<file path="src/rtl/gq_pkg.sv">
package gq_pkg;
  localparam int unsigned LANE_W   = 128;
  localparam int unsigned ADDR_W   = 64;
  localparam int unsigned PBITS_LN = LANE_W / 8;
  localparam logic [4:0]  SEL_ZERO = 5'd31;

  typedef enum logic [1:0] {
    ST_IDLE,
    ST_ISSUE,
    ST_WAIT,
    ST_FIN
  } gq_state_e;
endpackage

</file>
<file path="src/rtl/gq_act_extract.sv">
module gq_act_extract
  import gq_pkg::*;
#(
  parameter int unsigned N_LANES = 4
) (
  input  logic [N_LANES*PBITS_LN-1:0] pred_i,
  output logic [N_LANES-1:0]          act_o
);
  for (genvar e = 0; e < N_LANES; e++) begin : g_lane
    assign act_o[e] = pred_i[e*PBITS_LN];
  end
endmodule

</file>
<file path="src/rtl/gq_addr_gen.sv">
module gq_addr_gen
  import gq_pkg::*;
#(
  parameter int unsigned N_LANES = 4,
  parameter int unsigned IDX_W   = 2
) (
  input  logic [N_LANES*LANE_W-1:0] base_vec_i,
  input  logic [ADDR_W-1:0]         off_i,
  input  logic [IDX_W-1:0]          idx_i,
  output logic [ADDR_W-1:0]         addr_o
);
  logic [ADDR_W-1:0] lo_half [N_LANES];

  for (genvar e = 0; e < N_LANES; e++) begin : g_lo
    assign lo_half[e] = base_vec_i[e*LANE_W +: ADDR_W];
  end

  // modulo 2^64 add, carry dropped
  assign addr_o = lo_half[idx_i] + off_i;
endmodule

</file>
<file path="src/rtl/gather_seq.sv">
module gather_seq
  import gq_pkg::*;
#(
  parameter int unsigned VL_BITS = 512
) (
  input  logic                 clk_i,
  input  logic                 rst_ni,
  input  logic                 start_i,
  input  logic [VL_BITS-1:0]   base_vec_i,
  input  logic [ADDR_W-1:0]    off_val_i,
  input  logic [4:0]           off_sel_i,
  input  logic [VL_BITS/8-1:0] pred_i,
  output logic                 req_valid_o,
  input  logic                 req_ready_i,
  output logic [ADDR_W-1:0]    req_addr_o,
  input  logic                 rsp_valid_i,
  input  logic [LANE_W-1:0]    rsp_data_i,
  output logic                 busy_o,
  output logic                 done_o,
  output logic [VL_BITS-1:0]   result_o
);
  localparam int unsigned N_LANES = VL_BITS / LANE_W;
  localparam int unsigned IDX_W   = (N_LANES > 1) ? $clog2(N_LANES) : 1;
  localparam logic [IDX_W-1:0] LAST_IDX = IDX_W'(N_LANES - 1);

  gq_state_e            state_q;
  logic [IDX_W-1:0]     idx_q;
  logic [N_LANES-1:0]   mask_q;
  logic [VL_BITS-1:0]   base_q;
  logic [ADDR_W-1:0]    off_q;
  logic [VL_BITS-1:0]   res_q;
  logic [N_LANES-1:0]   act_in;
  logic                 any_act;
  logic                 last_lane;
  logic                 cur_act;

  gq_act_extract #(.N_LANES(N_LANES)) u_act (
    .pred_i (pred_i),
    .act_o  (act_in)
  );

  gq_addr_gen #(.N_LANES(N_LANES), .IDX_W(IDX_W)) u_addr (
    .base_vec_i (base_q),
    .off_i      (off_q),
    .idx_i      (idx_q),
    .addr_o     (req_addr_o)
  );

  assign any_act   = |act_in;
  assign last_lane = (idx_q == LAST_IDX);
  assign cur_act   = mask_q[idx_q];

  always_ff @(posedge clk_i or negedge rst_ni) begin
    if (!rst_ni) begin
      state_q <= ST_IDLE;
      idx_q   <= '0;
      mask_q  <= '0;
      base_q  <= '0;
      off_q   <= '0;
      res_q   <= '0;
    end else begin
      case (state_q)
        ST_IDLE: begin
          if (start_i) begin
            res_q <= '0;
            idx_q <= '0;
            if (any_act) begin
              // operands captured only when some lane is live
              mask_q  <= act_in;
              base_q  <= base_vec_i;
              off_q   <= (off_sel_i == SEL_ZERO) ? '0 : off_val_i;
              state_q <= ST_ISSUE;
            end else begin
              state_q <= ST_FIN;
            end
          end
        end
        ST_ISSUE: begin
          if (!cur_act) begin
            if (last_lane) state_q <= ST_FIN;
            else           idx_q   <= idx_q + 1'b1;
          end else if (req_ready_i) begin
            state_q <= ST_WAIT;
          end
        end
        ST_WAIT: begin
          if (rsp_valid_i) begin
            res_q[idx_q*LANE_W +: LANE_W] <= rsp_data_i;
            if (last_lane) begin
              state_q <= ST_FIN;
            end else begin
              idx_q   <= idx_q + 1'b1;
              state_q <= ST_ISSUE;
            end
          end
        end
        default: state_q <= ST_IDLE;
      endcase
    end
  end

  assign req_valid_o = (state_q == ST_ISSUE) && cur_act;
  assign busy_o      = (state_q != ST_IDLE);
  assign done_o      = (state_q == ST_FIN);
  assign result_o    = res_q;
endmodule

</file>
<file path="config.mk">
export PLATFORM = sky130hd
export DESIGN_NAME = gather_seq
export DESIGN_NICKNAME = d
export VERILOG_FILES = /design/src/rtl/gq_pkg.sv /design/src/rtl/gq_act_extract.sv /design/src/rtl/gq_addr_gen.sv /design/src/rtl/gather_seq.sv
export SDC_FILE = /design/constraint.sdc
export NUM_CORES = 1
export LEC_CHECK = 0
export BUFFER_PORTS_ARGS = -buffer_cell sky130_fd_sc_hd__buf_2
export CAP_MARGIN = 0
export CORE_AREA = 4 4 525 527
export CTS_BUF_LIST = sky130_fd_sc_hd__clkbuf_2 sky130_fd_sc_hd__clkbuf_4 sky130_fd_sc_hd__clkbuf_8
export CTS_CLUSTER_SIZE = 40
export DETAILED_ROUTE_END_ITERATION = 16
export DIE_AREA = 0 0 529 531
export PLACE_DENSITY = 0.43
export SLEW_MARGIN = 20
export SYNTH_ARGS = -nofsm -noshare
export SYNTH_HDL_FRONTEND = slang
export SYNTH_HIERARCHICAL = 1
export SYNTH_SLANG_ARGS = --single-unit
export TNS_END_PERCENT = 5
</file>
<file path="constraint.sdc">
create_clock -name clk_i -period 8.7 [get_ports clk_i]
set_clock_uncertainty 0.15 [all_clocks]
set_input_delay 1.305 -clock clk_i [delete_from_list [all_inputs] [get_ports clk_i]]
set_output_delay 1.305 -clock clk_i [all_outputs]
set_load 0.01 [all_outputs]
</file>
* Word level (Yosys, flattened, before mapping)
Cells that the tools add are included.
W data, S select, Z words.
** Word-level totals
- Flip-flop bits (word level) :: 1032
- Input bits :: 778
- Logic and storage cells :: 57
** Cells by class
- $add $sub $neg :: 3
- Order comparisons :: 2
- Equality and inequality tests :: 10
- Shift-type cells :: 2
- Multiplexer cells :: 23
- Bitwise gates (word level) :: 1
- Reduce and logical (&&, ||, !) cells :: 10
** Operators by type and width (count)
- $mux W512 :: 2
- $pmux W512 S2 :: 1
- $bwmux W512 :: 1
- $shift A128 B34 Y512 const A :: 1
- $shiftx A128 B34 Y512 :: 1
- $mux W64 :: 3
- $bmux W64 S2 :: 1
- $add A64 B64 Y64 :: 1
- $neg A9 Y34 :: 1
- $mux W2 :: 11
- $pmux W2 S3 :: 2
- $reduce_and A4 Y1 :: 2
- $eq A2 B2 Y1 const B :: 3
- $ne A2 B2 Y1 const B :: 3
- $ne A3 B3 Y1 const B :: 2
- $reduce_and A3 Y1 :: 2
- $eq A5 B5 Y1 const B :: 1
- $reduce_bool A2 Y1 :: 2
- $reduce_or A4 Y1 :: 1
- $ge A3 B3 Y1 const B :: 1
- $lt A2 B3 Y1 const B :: 1
- $not A2 Y3 :: 1
- $reduce_bool A3 Y1 :: 1
- $add A2 B1 Y2 const B :: 1
- other kinds (5) :: 5

* Depth between registers and ports, before layout
Gate-level depths: netlist of the first run.
- Depth after elaboration :: 5
- Mapped depth :: 14

* By module
Netlist of the first run, hierarchy kept.
** Modules (own cells, without submodules)
- gather_seq :: times used 1, cells each 3791, area an instance 40855.4 um^2
- gq_addr_gen :: times used 1, cells each 662, area an instance 5552.8 um^2
- gq_act_extract :: times used 1, cells each 4, area an instance 30.0 um^2

* Worst setup path after synthesis of the first run
Ideal clock, no wire load.
- Path type :: reg2out
- Start :: register idx_q[0]
- End :: output req_addr_o[60]
- Arrival time :: 4.278 ns
- Required time :: 7.245 ns
- Path slack :: 2.967 ns
- Cell stages (with the launch flop) :: 15
- Cell sequence :: dfrtp_1 clkbuf_1 buf_1 mux4_2 ha_1 fa_1 a21o_1 a221oi_2 and3b_1 nor3_1 o21a_1 o21ai_2 o31ai_4 nor3b_1 nor3_1
** Between the ends
- Cells in the longest elaborated chain, start to end :: 5
** Ends and longest elaborated chain
- start, declared :: RTL line gather_seq.sv:27 : logic [IDX_W-1:0] idx_q;
- start signal, assigned :: RTL line gather_seq.sv:81 : else idx_q <= idx_q + 1'b1;
- start signal, assigned :: RTL line gather_seq.sv:92 : idx_q <= idx_q + 1'b1;
- $not A2 Y3 (not written as such) :: RTL line gq_addr_gen.sv:19 : assign addr_o = lo_half[idx_i] + off_i;
- $bmux W64 S2 :: RTL line gq_addr_gen.sv:19
- $mux W64 (not written as such) (2 in series) :: RTL line gq_addr_gen.sv:19
- $add A64 B64 Y64 :: RTL line gq_addr_gen.sv:19
- end, declared :: RTL line gather_seq.sv:15 : output logic [ADDR_W-1:0] req_addr_o,
No other way between the ends. The select of a mux whose other input is x is not followed.

* Final worst setup path of the first run
Ends and elaborated chain as after synthesis.

==> results of run 1 <==
==> layout make-up <==
class | count | area (um^2)
fill | 30200 | 221000
clock buffer | 256 | 3240
antenna | 102 | 255
multi-input combinational | 2139 | 14000
inverter | 151 | 567
clock inverter | 29 | 413
tap | 3570 | 4470
timing repair buffer | 1078 | 5630
sequential | 840 | 21000
==> path summary, 6_finish.rpt <==
path                        startpoint             end  slack (ns)  depth (start not counted)
min in group clk_i         base_q[307]     base_q[307]        0.32                          2
min reg2reg                base_q[307]     base_q[307]        0.32                          2
min                             rst_ni        idx_q[1]        0.21                          1
max reg2reg                   idx_q[0]   result_o[337]        4.10                          8
max in group asynchronous       rst_ni      base_q[27]        6.24                          3
max                           idx_q[0]  req_addr_o[60]        1.09                         13
==> registers in the layout (all words and copies together) (netlist names) <==
register and cells:
state_q 2, base_q 256, mask_q 4, result_o 512, idx_q 2, off_q 64
==> critical path, cell delays in order, from the launching register on <==
cell and delay, ns:
sky130_fd_sc_hd__dfrtp_4 0.88, sky130_fd_sc_hd__buf_4 0.54, sky130_fd_sc_hd__mux4_2 0.62, sky130_fd_sc_hd__ha_1 0.45
sky130_fd_sc_hd__a211oi_1 0.11, sky130_fd_sc_hd__nand2_1 0.10, sky130_fd_sc_hd__and3b_1 0.26, sky130_fd_sc_hd__nor3_1 0.68
sky130_fd_sc_hd__o21a_1 0.29, sky130_fd_sc_hd__o21ai_2 0.16, sky130_fd_sc_hd__o31ai_4 0.43, sky130_fd_sc_hd__a41oi_1 0.17
sky130_fd_sc_hd__nor3_1 0.26, sky130_fd_sc_hd__buf_2 0.21
==> cells in the final DEF (no fill, tap or decap), types with 72 or more instances in the layout <==
cell type and n:
sky130_fd_sc_hd__buf_2 1039, sky130_fd_sc_hd__nand2_1 839, sky130_fd_sc_hd__dfrtp_1 838, sky130_fd_sc_hd__a22o_1 449, sky130_fd_sc_hd__clkbuf_8 211, sky130_fd_sc_hd__inv_1 151, sky130_fd_sc_hd__o21ai_0 150, sky130_fd_sc_hd__nand3_1 142
sky130_fd_sc_hd__diode_2 102, sky130_fd_sc_hd__a21oi_1 72, sky130_fd_sc_hd__ha_1 72
==> per-layer routing <==
| metal | GRT usage | vias up | routed length, um |
|---|---|---|---|
| li1 | - | 13900 | - |
| met1 | 0.148 | 15900 | 74100 |
| met2 | 0.213 | 1448 | 90900 |
| met3 | 0.0620 | 351 | 21800 |
| met4 | 0.0770 | 36 | 11100 |
| met5 | 0 | - | 213 |
==> power groups by stage <==
stage	clock network, uW	logic (uW)	registers [uW]
after floorplan	0	5230	5200
after global placement	0	8640	5370
after detailed placement	0	8700	5400
after CTS	4710	8730	5340
after global routing	4860	9310	5430
final	4540	8520	5320
==> per-stage QoR <==
| stage | total power, uW | cells | util | area (um^2) | setup WS [ns] |
|---|---|---|---|---|---|
| 2_1_floorplan | 10400 | 3391 | - | 36900 | 2.97 |
| 3_3_place_gp | 14000 | 7777 | 0.169 | 45700 | 1.75 |
| 3_5_place_dp | 14100 | 7778 | 0.169 | 45700 | 1.74 |
| 4_1_cts | 18800 | 8063 | 0.182 | 49400 | 0.621 |
| 5_1_grt | 19600 | 8089 | 0.183 | 49400 | 0.512 |
| 6_report | 18400 | 8165 | 0.183 | 49600 | 1.09 |
==> impl_metrics.sql, run 1 <==
INSERT INTO impl_metrics (metric_group, metric, value, unit) VALUES
('sta', 'tightest_slew', '1.24', 'ns'),
('floorplan', 'fp.dieW', '529', 'um'),
('floorplan', 'fp.dieArea', '281000', 'um^2'),
('setup_path', 'timing.critical_path.fanout_max', '27', ''),
('global_route', 'grt_max_degree', '169', ''),
('floorplan', 'floorplan_die_height', '531', 'um'),
('clocking', 'buffers_inserted_during_post_cts_setup_optimization', '0', ''),
('sta', 'hold_slack', '0.206', 'ns'),
('sta', 'maxClockFrequency', '131', 'MHz'),
('route', 'routed_via_density', '3.88', ''),
('pwr', 'internal-power', '10200', 'uW'),
('setup_path', 'end_kind', 'primary output', ''),
('sta', 'tns', '0', 'ns'),
('pwr', 'pwr-share-clk', '0.247', ''),
('setup_path', 'crit_required', '7.24', 'ns'),
('pwr', 'total_switching_power', '8150', 'uW'),
('clocking', 'cts_inserted_buffers', '168', ''),
('global_route', 'overflow', '0', ''),
('clocking', 'cts_buffer_depth', '4', ''),
('pwr', 'power_frac_seq', '0.290', ''),
('floorplan', 'core_area', '271000', 'um^2'),
('pwr', 'ir_worst_vdd', '0.000185', 'V'),
('route', 'detail_route.first_pass.iterations', '6', ''),
('floorplan', 'starting_density', '0.136', ''),
('route', 'detailedRoute.firstIterationViolations', '2171', ''),
('clocking', 'clk_transition_reported_paths', '0.07', 'ns'),
('sta', 'final-max-slew-violation-count', '0', ''),
('pwr', 'comb_power_share', '0.464', ''),
('sta', 'hold_violations', '0', ''),
('global_route', 'wire_length_of_the_first_global_routing_pass', '268000', 'um'),
('yosys', 'synth.net_count', '4242', ''),
('placed_design', 'io_buffers', '1040', ''),
('sta', 'finalSetupViolCount', '0', ''),
('layout', 'design.final.nets', '5229', ''),
('clocking', 'tritoncts_num_sinks', '840', ''),
('layout', 'post_route_cells_drive_above_1_share', '0.327', ''),
('yosys', 'postSynthCellCount', '3391', ''),
('layout', 'layout_stage_area_growth_over_the_synthesis_result', '34.6', '%'),
('clocking', 'clk-insertion-delay-late', '0.88', 'ns'),
('placed_design', 'dp.final_hpwl', '152000', 'um'),
('route', 'routed_wirelength', '198000', 'um'),
('sta', 'max-slew-margin-rel', '0.176', ''),
('flow_run', 'drv.max_cap_violation_count', '0', ''),
('clocking', 'root_buf_cell', 'sky130_fd_sc_hd__clkbuf_8', ''),
('yosys', 'synth_warnings', '6', ''),
('yosys', 'mappedNetlistArea', '36900', 'um^2'),
('sta', 'layout_worst_path_cycle_share', '0.874', ''),
('setup_path', 'worst_setup_path_start_kind', 'register', ''),
('clocking', 'cts_max_level', '4', ''),
('sta', 'unrepaired_setup_endpoints_after_global_routing', 'no', ''),
('sta', 'final_period_minus_worst_setup_slack', '7.61', 'ns'),
('route', 'total_drc_errors_in_the_routed_layout', '0', ''),
('pwr', 'power_density', '371', 'nW/um^2'),
('setup_path', 'worstPathArrival', '6.15', 'ns'),
('clocking', 'cts_tree', 'yes', ''),
('clocking', 'cts-hold-fix-buffers', '0', ''),
('clocking', 'post_cts_resized', '0', ''),
('placed_design', 'gp_congestion', '0.839', ''),
('global_route', 'first_global_vias', '32800', ''),
('pwr', 'cellLeakagePower', '0.0250', 'uW'),
('global_route', 'grt_total_usage', '0.134', ''),
('route', 'drtAntennaViolNets', '0', ''),
('setup_path', 'timing.setup.critical_path_class', 'register to primary output', ''),
('global_route', 'antenna_found_initial', '89', ''),
('floorplan', 'pin_count', '1357', ''),
('route', 'vias', '31700', ''),
('min_path', 'hp-class', 'primary input to async pin', ''),
('pwr', 'switching_share', '0.443', ''),
('yosys', 'syn-mean-instance-area', '10.9', 'um^2'),
('floorplan', 'placement_rows', '191', ''),
('route', 'wl_per_cell', '24.3', 'um'),
('run_status', 'outcome', 'finished, final reports clean', '');
Note: power is estimated with default switching activity, not from simulation.
==> inputs of run 2 (changes only) <==
--- a/config.mk
+++ b/config.mk
@@ -7,12 +7,14 @@
 export LEC_CHECK = 0
 export BUFFER_PORTS_ARGS = -buffer_cell sky130_fd_sc_hd__buf_2
 export CAP_MARGIN = 0
+export CELL_PAD_IN_SITES_DETAIL_PLACEMENT = 0
+export CELL_PAD_IN_SITES_GLOBAL_PLACEMENT = 2
 export CORE_AREA = 4 4 525 527
 export CTS_BUF_LIST = sky130_fd_sc_hd__clkbuf_2 sky130_fd_sc_hd__clkbuf_4 sky130_fd_sc_hd__clkbuf_8
 export CTS_CLUSTER_SIZE = 40
 export DETAILED_ROUTE_END_ITERATION = 16
 export DIE_AREA = 0 0 529 531
-export PLACE_DENSITY = 0.43
+export PLACE_DENSITY = 0.57
 export SLEW_MARGIN = 20
 export SYNTH_ARGS = -nofsm -noshare
 export SYNTH_HDL_FRONTEND = slang
==> impl_metrics.sql, run 2 (synthesized netlist as in run 1, its figures left out) <==
INSERT INTO impl_metrics (metric_group, metric, value, unit) VALUES
('route', 'vias', '31500', ''),
('layout', 'design.final.nets', '5234', ''),
('sta', 'final_period_minus_worst_setup_slack', '7.70', 'ns'),
('placed_design', 'dp.final_hpwl', '158000', 'um'),
('clocking', 'post_cts_resized', '0', ''),
('clocking', 'cts_buffer_depth', '4', ''),
('setup_path', 'timing.setup.critical_path_class', 'register to primary output', ''),
('route', 'detailedRoute.firstIterationViolations', '2065', ''),
('global_route', 'grt_total_usage', '0.141', ''),
('setup_path', 'worst-path-stages', '13', ''),
('layout', 'fill_cells', '30200', ''),
('global_route', 'antenna_found_initial', '82', ''),
('sta', 'tightest_slew', '1.16', 'ns'),
('clocking', 'buffers_inserted_during_post_cts_setup_optimization', '0', ''),
('setup_path', 'worstPathArrival', '6.24', 'ns'),
('route', 'routed_via_density', '3.84', ''),
('floorplan', 'core_area', '271000', 'um^2'),
('run_status', 'outcome', 'finished, final reports clean', ''),
('setup_path', 'crit_required', '7.24', 'ns'),
('floorplan', 'placement_rows', '191', ''),
('route', 'routed_wirelength', '207000', 'um'),
('floorplan', 'fp.dieArea', '281000', 'um^2'),
('sta', 'tns', '0', 'ns'),
('layout', 'layout_stage_area_growth_over_the_synthesis_result', '34.4', '%'),
('global_route', 'first_global_vias', '32500', ''),
('min_path', 'hp-class', 'register to register', ''),
('sta', 'finalSetupViolCount', '0', ''),
('pwr', 'total_switching_power', '8410', 'uW'),
('pwr', 'power_frac_seq', '0.287', ''),
('setup_path', 'timing.critical_path.fanout_max', '25', ''),
('setup_path', 'cpMaxStageDelayCell', 'sky130_fd_sc_hd__dfrtp_4', ''),
('placed_design', 'gp_congestion', '0.826', ''),
('clocking', 'tritoncts_num_sinks', '840', ''),
('layout', 'layout.cells.most_common_list', '1,039 x sky130_fd_sc_hd__buf_2, 839 x sky130_fd_sc_hd__nand2_1, 838 x sky130_fd_sc_hd__dfrtp_1', ''),
('pwr', 'power_density', '373', 'nW/um^2'),
('floorplan', 'pin_count', '1357', ''),
('floorplan', 'floorplan_die_height', '531', 'um'),
('sta', 'layout_worst_path_cycle_share', '0.885', ''),
('setup_path', 'cp_cell_sequence', 'buf_4, mux4_2, ha_1, and3_1, a221oi_2, and3b_1, nor3_1, o21a_1, o21ai_2, o31ai_4, a41oi_1, xnor2_1, buf_2', ''),
('clocking', 'clk_transition_reported_paths', '0.06', 'ns'),
('route', 'drtAntennaViolNets', '0', ''),
('pwr', 'power', '18500', 'uW'),
('route', 'total_drc_errors_in_the_routed_layout', '0', ''),
('pwr', 'switching_share', '0.454', ''),
('layout', 'layout.cells.most_common', 'sky130_fd_sc_hd__buf_2', ''),
('layout', 'design_area_final', '49500', 'um^2'),
('setup_path', 'slowest_delay', '0.87', 'ns'),
('global_route', 'overflow', '0', ''),
('clocking', 'cts-hold-fix-buffers', '0', ''),
('global_route', 'grt_max_degree', '147', ''),
('setup_path', 'worst-r2r-cell-count', '8', ''),
('route', 'detail_route.first_pass.iterations', '5', ''),
('sta', 'max-slew-margin-rel', '0.225', ''),
('pwr', 'pwr-share-clk', '0.239', ''),
('flow_run', 'drv.max_cap_violation_count', '0', ''),
('setup_path', 'cp_delay_by_family_top', 'compound AO/OA/AOI/OAI gates', ''),
('placed_design', 'placed_area', '45700', 'um^2'),
('setup_path', 'worst_setup_path_start_kind', 'register', ''),
('sta', 'unrepaired_setup_endpoints_after_global_routing', 'no', ''),
('pwr', 'cellLeakagePower', '0.0249', 'uW'),
('pwr', 'comb_power_share', '0.474', ''),
('floorplan', 'starting_density', '0.136', ''),
('clocking', 'cts_tree', 'yes', ''),
('sta', 'final-max-slew-violation-count', '0', ''),
('layout', 'post_route_cells_drive_above_1_share', '0.328', ''),
('sta', 'hold_violations', '0', ''),
('clocking', 'root_buf_cell', 'sky130_fd_sc_hd__clkbuf_8', ''),
('global_route', 'wire_length_of_the_first_global_routing_pass', '279000', 'um'),
('setup_path', 'critPathBufInv', '2', ''),
('route', 'wl_per_cell', '25.3', 'um'),
('pwr', 'ir_worst_vdd', '0.000146', 'V'),
('clocking', 'cts_inserted_buffers', '170', ''),
('clocking', 'clk-insertion-delay-late', '0.92', 'ns'),
('placed_design', 'io_buffers', '1040', ''),
('pwr', 'internal-power', '10100', 'uW'),
('setup_path', 'end_kind', 'primary output', ''),
('clocking', 'cts_max_level', '4', ''),
('sta', 'maxClockFrequency', '130', 'MHz'),
('min_path', 'min_delay_path_depth', '2', ''),
('floorplan', 'fp.dieW', '529', 'um'),
('layout', 'largest_register_ffs', '512', '');
==> run 2: final timing paths <==
| check | from | end | slack [ns] |
|---|---|---|---|
| hold reg to reg | base_q[308] | base_q[308] | 0.31 |
| setup / recovery | idx_q[0] | req_addr_o[56] | 1.00 |
| setup reg to reg | idx_q[0] | result_o[180] | 4.01 |
| min in group asynchronous | rst_ni | base_q[30] | 0.32 |
| max in group asynchronous | rst_ni | result_o[159] | 6.24 |
| hold / removal | base_q[308] | base_q[308] | 0.31 |
==> run 2: power groups by stage <==
stage               registers [uW]  logic, uW  clock network [uW]
floorplan                     5200       5230                   0
global placement              5360       9030                   0
detailed placement            5380       9020                   0
CTS                           5320       9060                4610
global route                  5410       9630                4780
finish                        5300       8780                4420
==> run 2: area by class of cell <==
class	instances	area, um^2	share of cell area
clock buffer	262	3260	0.0657
clock inverter	33	297	0.00599
inverter	151	567	0.0114
tap	3570	4470	0.0902
sequential	840	21000	0.424
timing repair buffer	1081	5630	0.114
multi-input combinational	2139	14000	0.283
antenna	117	293	0.00591
==> run 2: through the flow <==
stage / instances / util / hold slack (ns) / setup WS [ns]
finish: 8193 / 0.183 / 0.313 / 1.00
global route: 8098 / 0.182 / 0.283 / 0.464
CTS: 8076 / 0.182 / 0.191 / 0.580
detailed placement: 7781 / 0.169 / 0.306 / 1.65
global placement: 7781 / 0.169 / 0.304 / 1.65
floorplan: 3391 / - / 0.289 / 2.97
==> run 2: tightest hold or removal path, delay by kind of cell (launching register included) <==
| family | cells | cell delay (ns) |
|---|---|---|
| flip-flops | 1 | 0.33 |
| AND/OR/NAND/NOR | 2 | 0.10 |
==> run 2: layer usage <==
| layer | part of all wire | global-route usage | wire length [um] | vias up |
|---|---|---|---|---|
| met5 | 0.00061 | 0 | 126 | - |
| met3 | 0.11 | 0.0619 | 21800 | 329 |
| met2 | 0.47 | 0.233 | 98200 | 1349 |
| li1 | - | - | - | 14000 |
| met1 | 0.38 | 0.158 | 78700 | 15800 |
| met4 | 0.041 | 0.0569 | 8470 | 22 |
